===== src/rtl/pic_pkg.sv =====
package pic_pkg;

   typedef enum logic [2:0] {
      SRC_NONE,
      SRC_FIXED,
      SRC_DBG,
      SRC_EXT,
      SRC_PERIPH
   } src_kind_e;

   // Source class by vector position; vector numbers are part of behaviour.
   function automatic src_kind_e kind_of(input int v);
      if (v < 2)        return SRC_NONE;
      else if (v <= 5)  return SRC_FIXED;
      else if (v <= 10) return SRC_DBG;
      else if (v <= 13) return SRC_FIXED;
      else if (v <= 15) return SRC_EXT;
      else              return SRC_PERIPH;
   endfunction

   // Event-type (latched) sources are the core ones.
   function automatic bit is_event(input int v);
      return (v >= 2) && (v <= 13);
   endfunction

   // Effective level after applying fixed values and range clamping.
   function automatic logic [1:0] resolve_lvl(input int v, input logic [1:0] cfg);
      logic [1:0] r;
      case (kind_of(v))
         SRC_FIXED:  r = (v <= 5) ? 2'd3 : 2'(13 - v);
         SRC_DBG:    r = (cfg == 2'd0) ? 2'd1 : cfg;
         SRC_EXT:    r = (cfg == 2'd3) ? 2'd2 : cfg;
         SRC_PERIPH: r = cfg;
         default:    r = 2'd0;
      endcase
      return r;
   endfunction

   // Whether a source takes part in arbitration.
   function automatic logic resolve_en(input int v, input logic en);
      logic r;
      case (kind_of(v))
         SRC_NONE:  r = 1'b0;
         SRC_FIXED: r = 1'b1;
         default:   r = en;
      endcase
      return r;
   endfunction

endpackage


===== src/rtl/pic_src_map.sv =====
module pic_src_map
   import pic_pkg::*;
#(
   parameter int NUM_VEC = 24
) (
   input  logic [2*NUM_VEC-1:0]     lvl_cfg_i,
   input  logic [NUM_VEC-1:0]       en_cfg_i,
   output logic [NUM_VEC-1:0][1:0]  eff_lvl_o,
   output logic [NUM_VEC-1:0]       src_en_o
);

   for (genvar v = 0; v < NUM_VEC; v++) begin : g_src
      always_comb begin
         eff_lvl_o[v] = resolve_lvl(v, lvl_cfg_i[2*v +: 2]);
         src_en_o[v]  = resolve_en(v, en_cfg_i[v]);
      end
   end

endmodule


===== src/rtl/pic_pend.sv =====
module pic_pend
   import pic_pkg::*;
#(
   parameter int NUM_VEC = 24,
   parameter int VW      = 5
) (
   input  logic               clk,
   input  logic               rst_n,
   input  logic [NUM_VEC-1:0] req_i,
   input  logic               take_i,
   input  logic [VW-1:0]      take_vec_i,
   output logic [NUM_VEC-1:0] pend_o
);

   for (genvar v = 0; v < NUM_VEC; v++) begin : g_pend
      if (is_event(v)) begin : g_event
         logic held_q;
         logic clr;
         assign clr = take_i && (take_vec_i == VW'(v));
         always_ff @(posedge clk or negedge rst_n) begin
            if (!rst_n)          held_q <= 1'b0;
            else if (req_i[v])   held_q <= 1'b1;
            else if (clr)        held_q <= 1'b0;
         end
         assign pend_o[v] = held_q | req_i[v];
      end else begin : g_level
         assign pend_o[v] = req_i[v];
      end
   end

endmodule


===== src/rtl/pic_arb.sv =====
module pic_arb #(
   parameter int NUM_VEC = 24,
   parameter int VW      = 5
) (
   input  logic [NUM_VEC-1:0]       pend_i,
   input  logic [NUM_VEC-1:0]       src_en_i,
   input  logic [NUM_VEC-1:0][1:0]  eff_lvl_i,
   input  logic [1:0]               mask_i,
   output logic                     any_o,
   output logic [VW-1:0]            win_vec_o,
   output logic [1:0]               win_lvl_o
);

   localparam int NUM_LVL = 4;

   logic [NUM_VEC-1:0] elig;

   for (genvar v = 0; v < NUM_VEC; v++) begin : g_elig
      assign elig[v] = pend_i[v] && src_en_i[v] &&
                       ((eff_lvl_i[v] >= mask_i) || (eff_lvl_i[v] == 2'd3));
   end

   always_comb begin
      logic          hit;
      logic [VW-1:0] lv;
      any_o     = 1'b0;
      win_vec_o = '0;
      win_lvl_o = '0;
      for (int l = 0; l < NUM_LVL; l++) begin
         hit = 1'b0;
         lv  = '0;
         for (int v = NUM_VEC - 1; v >= 0; v--) begin
            if (elig[v] && (eff_lvl_i[v] == 2'(l))) begin
               hit = 1'b1;
               lv  = VW'(v);
            end
         end
         if (hit) begin
            any_o     = 1'b1;
            win_vec_o = lv;
            win_lvl_o = 2'(l);
         end
      end
   end

endmodule


===== src/rtl/prio_irq_ctrl.sv =====
module prio_irq_ctrl #(
   parameter int NUM_VEC = 24,
   parameter int VW      = $clog2(NUM_VEC),
   parameter int AW      = 16
) (
   input  logic                  clk,
   input  logic                  rst_n,
   input  logic [NUM_VEC-1:0]    req_i,
   input  logic [2*NUM_VEC-1:0]  lvl_cfg_i,
   input  logic [NUM_VEC-1:0]    en_cfg_i,
   input  logic [AW-1:0]         vbase_i,
   input  logic [1:0]            mask_i,
   input  logic                  ack_i,
   output logic                  irq_o,
   output logic [VW-1:0]         vec_o,
   output logic [1:0]            lvl_o,
   output logic [AW-1:0]         addr_o
);

   if (NUM_VEC < 17) begin : g_chk_vec
      $error("prio_irq_ctrl: NUM_VEC must cover the fixed sources and at least one peripheral");
   end
   if ((1 << VW) < NUM_VEC) begin : g_chk_vw
      $error("prio_irq_ctrl: VW too narrow for NUM_VEC");
   end
   if (AW <= VW + 1) begin : g_chk_aw
      $error("prio_irq_ctrl: AW must exceed VW+1");
   end

   logic [NUM_VEC-1:0][1:0] eff_lvl;
   logic [NUM_VEC-1:0]      src_en;
   logic [NUM_VEC-1:0]      pend;
   logic                    any;
   logic [VW-1:0]           win_vec;
   logic [1:0]              win_lvl;
   logic                    take;

   assign take = irq_o && ack_i;

   pic_src_map #(.NUM_VEC(NUM_VEC)) u_map (
      .lvl_cfg_i (lvl_cfg_i),
      .en_cfg_i  (en_cfg_i),
      .eff_lvl_o (eff_lvl),
      .src_en_o  (src_en)
   );

   pic_pend #(.NUM_VEC(NUM_VEC), .VW(VW)) u_pend (
      .clk        (clk),
      .rst_n      (rst_n),
      .req_i      (req_i),
      .take_i     (take),
      .take_vec_i (vec_o),
      .pend_o     (pend)
   );

   pic_arb #(.NUM_VEC(NUM_VEC), .VW(VW)) u_arb (
      .pend_i    (pend),
      .src_en_i  (src_en),
      .eff_lvl_i (eff_lvl),
      .mask_i    (mask_i),
      .any_o     (any),
      .win_vec_o (win_vec),
      .win_lvl_o (win_lvl)
   );

   always_ff @(posedge clk or negedge rst_n) begin
      if (!rst_n) begin
         irq_o  <= 1'b0;
         vec_o  <= '0;
         lvl_o  <= '0;
         addr_o <= '0;
      end else if (take) begin
         irq_o <= 1'b0;
      end else if (!irq_o) begin
         irq_o  <= any;
         vec_o  <= win_vec;
         lvl_o  <= win_lvl;
         addr_o <= vbase_i + AW'({win_vec, 1'b0});
      end
   end

endmodule


===== config.mk =====
export PLATFORM = sky130hd
export DESIGN_NAME = prio_irq_ctrl
export DESIGN_NICKNAME = d
export VERILOG_FILES = /design/src/rtl/pic_pkg.sv /design/src/rtl/pic_src_map.sv /design/src/rtl/pic_pend.sv /design/src/rtl/pic_arb.sv /design/src/rtl/prio_irq_ctrl.sv
export SDC_FILE = /design/constraint.sdc
export NUM_CORES = 1
export LEC_CHECK = 0
export ABC_CLOCK_PERIOD_IN_PS = 4800
export BUFFER_PORTS_ARGS = -buffer_cell sky130_fd_sc_hd__buf_4
export CORE_AREA = 2 2 85 95
export CTS_CLUSTER_SIZE = 25
export DETAILED_ROUTE_END_ITERATION = 10
export DIE_AREA = 0 0 87 97
export PLACE_DENSITY = 0.81
export SLEW_MARGIN = 20
export SYNTH_ARGS = -nofsm -noshare
export SYNTH_HDL_FRONTEND = slang
export SYNTH_SLANG_ARGS = --single-unit

===== constraint.sdc =====
create_clock -name clk -period 4.8 [get_ports clk]
set_clock_uncertainty 0.15 [all_clocks]
set_input_delay 0.72 -clock clk [delete_from_list [all_inputs] [get_ports clk]]
set_output_delay 0.72 -clock clk [all_outputs]
set_load 0.01 [all_outputs]

======== After elaboration in Yosys (flattened, before gate mapping) ========
Index checks and enable logic that the tools add are counted.
storage, ports and cells
  flip-flop bits (word level) ............. 36
  logic and storage cells ................. 440
cells by class
  $add $sub $neg .......................... 1
  order comparisons ....................... 18
  equality and inequality tests ........... 59
  muxes and demuxes ....................... 178
  bitwise gates (word level) .............. 14
  reduce and logical (&&, ||, !) cells .... 154
operators by type and width
  operator                                                               number
  5-bit two-way mux                                                      71
  1-bit logical AND                                                      106
  1-bit two-way mux                                                      98
  2-bit == test (second input constant)                                  32
  2-bit logical NOT                                                      20
  2-bit by 1-bit == test with 1-bit output (second input constant)       15
  5-bit by 4-bit == test with 1-bit output (second input constant)       6
  2-bit >= comparator                                                    15
  2-bit nonzero test                                                     12
  5-bit by 3-bit == test with 1-bit output (second input constant)       4
  2-bit two-way mux                                                      9
  16-bit by 6-bit adder with 16-bit output                               1
  1-bit logical OR                                                       15
  1-bit OR                                                               12
  5-bit by 2-bit == test with 1-bit output (second input constant)       2
  1-bit by 2-bit >= comparator with 1-bit output (first input constant)  2
  2-bit >= comparator (first input constant)                             1
  1-bit NOT                                                              2
  2-bit AND reduction                                                    1

======== Longest topological paths before layout ========
  depth after elaboration ................. 26
  depth in mapped cells ................... 20

======== Cells and area by module ========
A second synthesis with hierarchy kept.
second synthesis, totals
  cells, all modules ...................... 748
  area total of the unflattened synthesis .. 5,720.5 um^2
by module, submodules not included
  module         times used  cells an instance  area each (um^2)
  pic_arb        1           479                3,233.1
  prio_irq_ctrl  1           122                1,293.7
  pic_pend       1           73                 680.7
  pic_src_map    1           74                 513.0

======== Worst setup path after synthesis ========
No wires, ideal clock.
  kind .................................... input to register
  from .................................... in mask_i[1]
  to ...................................... reg addr_o[15]
  arrival time ............................ 4.549 ns
  data required time ...................... 4.516 ns
  path slack .............................. -0.033 ns
  stages .................................. 19
  path through ............................ inv_1 ha_1 a221oi_4 nor4_1 or4_4 nor4_4 nand3b_2 a41oi_2 nand2_1 ha_1 fa_1 a21oi_1 nor2_1 nor2_1 nor2b_1 o2111ai_1 nor2_1 xnor2_1 o21ai_0
between the ends
  word-level cells in the longest chain between the ends .. 25
  elaborated cells between the ends (all ways) .. 250
ends and longest elaborated chain
  item                                                                          line                 text
  start: declaration                                                            prio_irq_ctrl.sv:12  input logic [1:0] mask_i,
  2-bit >= comparator                                                           pic_arb.sv:20        ((eff_lvl_i[v] >= mask_i) || (eff_lvl_i[v] == 2'd3));
  1-bit logical OR                                                              pic_arb.sv:20
  1-bit logical AND                                                             pic_arb.sv:19        assign elig[v] = pend_i[v] && src_en_i[v] &&
  1-bit logical AND                                                             pic_arb.sv:33        if (elig[v] && (eff_lvl_i[v] == 2'(l))) begin
  5-bit two-way mux / 1-bit two-way mux (equally long branches) (16 in series)  pic_arb.sv:33
  5-bit two-way mux (tied with other cells) (3 in series)                       pic_arb.sv:38        if (hit) begin
  5-bit two-way mux *                                                           pic_arb.sv:38
  named net u_arb.win_vec_o[0]                                                  pic_arb.sv:10        output logic [VW-1:0] win_vec_o,
  16-bit by 6-bit adder with 16-bit output *                                    prio_irq_ctrl.sv:78  addr_o <= vbase_i + AW'({win_vec, 1'b0});
  end signal: assignment                                                        prio_irq_ctrl.sv:78
  end: declaration                                                              prio_irq_ctrl.sv:17  output logic [AW-1:0] addr_o
Mark *: on every way through the listed nets, which the timed path passes. The rest lies on a longest branch.
A chain may end at the register's enable or synchronous reset.

======== Worst setup path in the final report ========
  from .................................... in mask_i[1]
  to ...................................... reg addr_o[14]
The elaborated chain is that of the path after synthesis.

==> flow_metrics.tcl <==
set metrics [dict create \
    antenna_found_initial 0 \
    synth_top_area_cell "dfrtp_1" \
    portBuffers 111 \
    vdd_drop_max_mv 0.1178 \
    hold_violations 0 \
    seq_area_um2 900.9 \
    synth_cell_types 60 \
    worst_setup_path_start_kind "primary input" \
    final_cells 752 \
    wirelength_mm 13.66 \
    grt_usage 0.3077 \
    synth_area_per_cell_um2 8.178 \
    worst_pin_slew_ps 1077 \
    placed_cells 726 \
    floorplan.initialDensity 0.5057 \
    num_vias 4663 \
    fillCellCount 513 \
    setup_slack_ps -134.3 \
    io_pins 141 \
    wl_per_cell_um 18.16 \
    cts_sinks 36 \
    overflow 0 \
    p_per_area_mw_per_mm2 178.9 \
    critPathSlowestCell "or4_4" \
    critPathMaxFanout 5 \
    clock.fmax_mhz 202.7 \
    end_kind "flop" \
    ys_ff_latch 36 \
    grt_pass1_wl_mm 21.11 \
    die_h_um 97 \
    h-tree-depth 2 \
    yosysTopAreaCellShare 0.2410 \
    dieArea_mm2 0.008439 \
    yosysSeqAreaShare 0.2410 \
    gp_congestion 0.9364 \
    relSlewSlack 0.2820 \
    synth_area_leaders "dfrtp_1 (24%), ha_1 (12%), o21ai_0 (5.0%)" \
    arrival_ps 4910 \
    drv_slew 0 \
    route.detailed.drc 0 \
    power_w 0.001031 \
    cts_tree "built" \
    fin_nets 817 \
    clockRootBuffer "clkbuf_8" \
    required_ps 4780 \
    grt_max_degree 38 \
    post-dp-hpwl_mm 9.999 \
    synthToLayoutAreaGrowth_pct 54.20 \
    die_x_um 87 \
    fin_crit_sh 1.028 \
    status "finished with violations" \
    multi_input_area_mm2 0.002969 \
    grt_pass1_vias 4611 \
    syn_inst 457 \
    rsz0062_at_grt "yes" \
    clk_pin_slew_ps 70 \
    hp-class "in2async" \
    core_region_area_mm2 0.007391 \
    layout-drive-gt1-share 0.4135 \
    violations "negative setup slack" \
    crit_chain "buf_8 -> clkinvlp_4 -> buf_6 -> buf_6 -> ha_4 -> a221oi_4 -> nor2_2 -> or4_4 -> nor4_4 -> buf_4 -> buf_4 -> o2bb2ai_1 -> a22o_1 -> a21oi_2 -> ha_1 -> a21oi_2 -> o21bai_1 -> a21oi_2 -> nor3b_2 -> buf_4 -> nand4_1 -> xor2_1 -> o21ai_0" \
    crit_path_max_incr_delay_ps 570 \
    synthArstFlopShare 1.000 \
    min_period_ps 4934 \
    clk_path_buf_depth 2 \
    drtIter0Drc 317 \
    synth_edf_count 0 \
    cellLeakagePower_nw 2.572 \
    num_antenna_cells 0 \
    hold_buffers 0 \
    numCtsBuffers 5 \
    row_count 33 \
    synth_fp_nets 610 \
    clk_latency_ps 290 \
    yosys_warnings 0 \
    layout_commonest_cell "buf_4" \
    crit_type "in2reg" \
    vias_per_cell 6.201 \
    finalSetupViolCount 10 \
    cap_violations 0 \
    antenna_left 0 \
    syn_area_mm2 0.003737 \
    layout_common_cells "buf_4 (206), nand2_1 (45), dfrtp_1 (36)" \
    tns_ps -859.1 \
    synthFlopType "dfrtp_1" \
    firstDrtPassIters 7 \
]
-- logic make-up after synthesis --
group	after synthesis	share of synthesized area
simple gates	211	0.3214
fa+ha+maj	36	0.1225
xor+xnor	13	0.03047
buf+inv	26	0.02611
compound gates	131	0.2464
mux	4	0.01205
flops	36	0.2410
-- synthesized netlist by cell type (6+ instances only) --
cell	number
nor3_1	11
dfrtp_1	36
nor2_1	29
o211ai_1	7
o31ai_1	8
clkbuf_1	13
nand4_1	13
inv_1	13
nand3_1	10
nor3b_1	13
a31oi_1	8
o2111ai_1	8
ha_1	35
nor2b_1	6
nand2_1	46
o21ai_0	37
or3_1	8
a21oi_1	19
xnor2_1	6
nand2b_1	26
xor2_1	7
nor4_1	16
-- area by class of cell --
class / instances / share of cell area
sequential: 36 / 0.1563
clock inverter: 1 / 0.001303
inverter: 13 / 0.009119
clock buffer: 7 / 0.01498
timing repair buffer: 213 / 0.2842
multi-input combinational: 395 / 0.5152
tap: 87 / 0.01889
-- path summary, 6_finish.rpt --
kind                                                  start                          endpoint  slack [ps]  depth (start not counted)
setup / recovery                                  mask_i[1]                        addr_o[14]        -130                         23
hold reg to reg            u_pend.g_pend[11].g_event.held_q  u_pend.g_pend[11].g_event.held_q         330                          1
max in group asynchronous                             rst_n  u_pend.g_pend[12].g_event.held_q        3940                          1
setup reg to reg            u_pend.g_pend[2].g_event.held_q                         addr_o[8]         690                         17
hold / removal                                        rst_n                        addr_o[10]         230                          1
min in group clk           u_pend.g_pend[11].g_event.held_q  u_pend.g_pend[11].g_event.held_q         330                          1
-- worst max-delay path: cells and delay by family --
| family | cells | cell delay, ps |
|---|---|---|
| AND/OR/NAND/NOR | 5 | 1260 |
| AO/OA/AOI/OAI | 8 | 1220 |
| buffers and inverters | 7 | 970 |
| adder cells (fa/ha/maj) | 2 | 550 |
| XOR/XNOR | 1 | 160 |
-- sequential cells by signal, indices dropped and copies added, names as in the netlist --
| register | cells |
|---|---|
| irq_o | 1 |
| u_pend.g_pend.g_event.held_q | 12 |
| lvl_o | 2 |
| addr_o | 16 |
| vec_o | 5 |
-- routing by layer --
layer	up-vias	GRT usage	wire length (µm)	share of wire
met2	237	0.5508	6986	0.51
met4	0	0.1418	706	0.052
met3	74	0.04010	822	0.060
met1	2172	0.3533	5142	0.38
li1	2180	-	-	-
met5	-	0	0	0
-- what timing repair did --
| item | in CTS | in global routing |
|---|---|---|
| gates resized for setup | 27 | 30 |
| endpoints found under the setup margin | 8 | 11 |
| pin swaps | 14 | 27 |
| buffers inserted | 8 | 11 |
-- stage by stage --
| stage | hold WS (ps) | utilization | cell area [µm²] | setup slack (ps) |
|---|---|---|---|---|
| floorplan | 274.4 | - | 3741 | 12.70 |
| finish | 233.8 | 0.7798 | 5763 | -134.3 |
| detailed placement | 318.2 | 0.7141 | 5278 | -414.6 |
| global placement | 305.7 | 0.7141 | 5278 | -280.3 |
| global route | 266.0 | 0.7798 | 5763 | -349.6 |
| CTS | 247.0 | 0.7530 | 5565 | 2.948 |
-- power breakdown --
part           total (W)  internal (W)  switching, W
Combinational   0.000446      0.000233      0.000213
Sequential      0.000355      0.000329     0.0000260
Clock           0.000230      0.000117      0.000113
Total            0.00103      0.000679      0.000353
No activity file was read; power rests on OpenSTA's default activity.
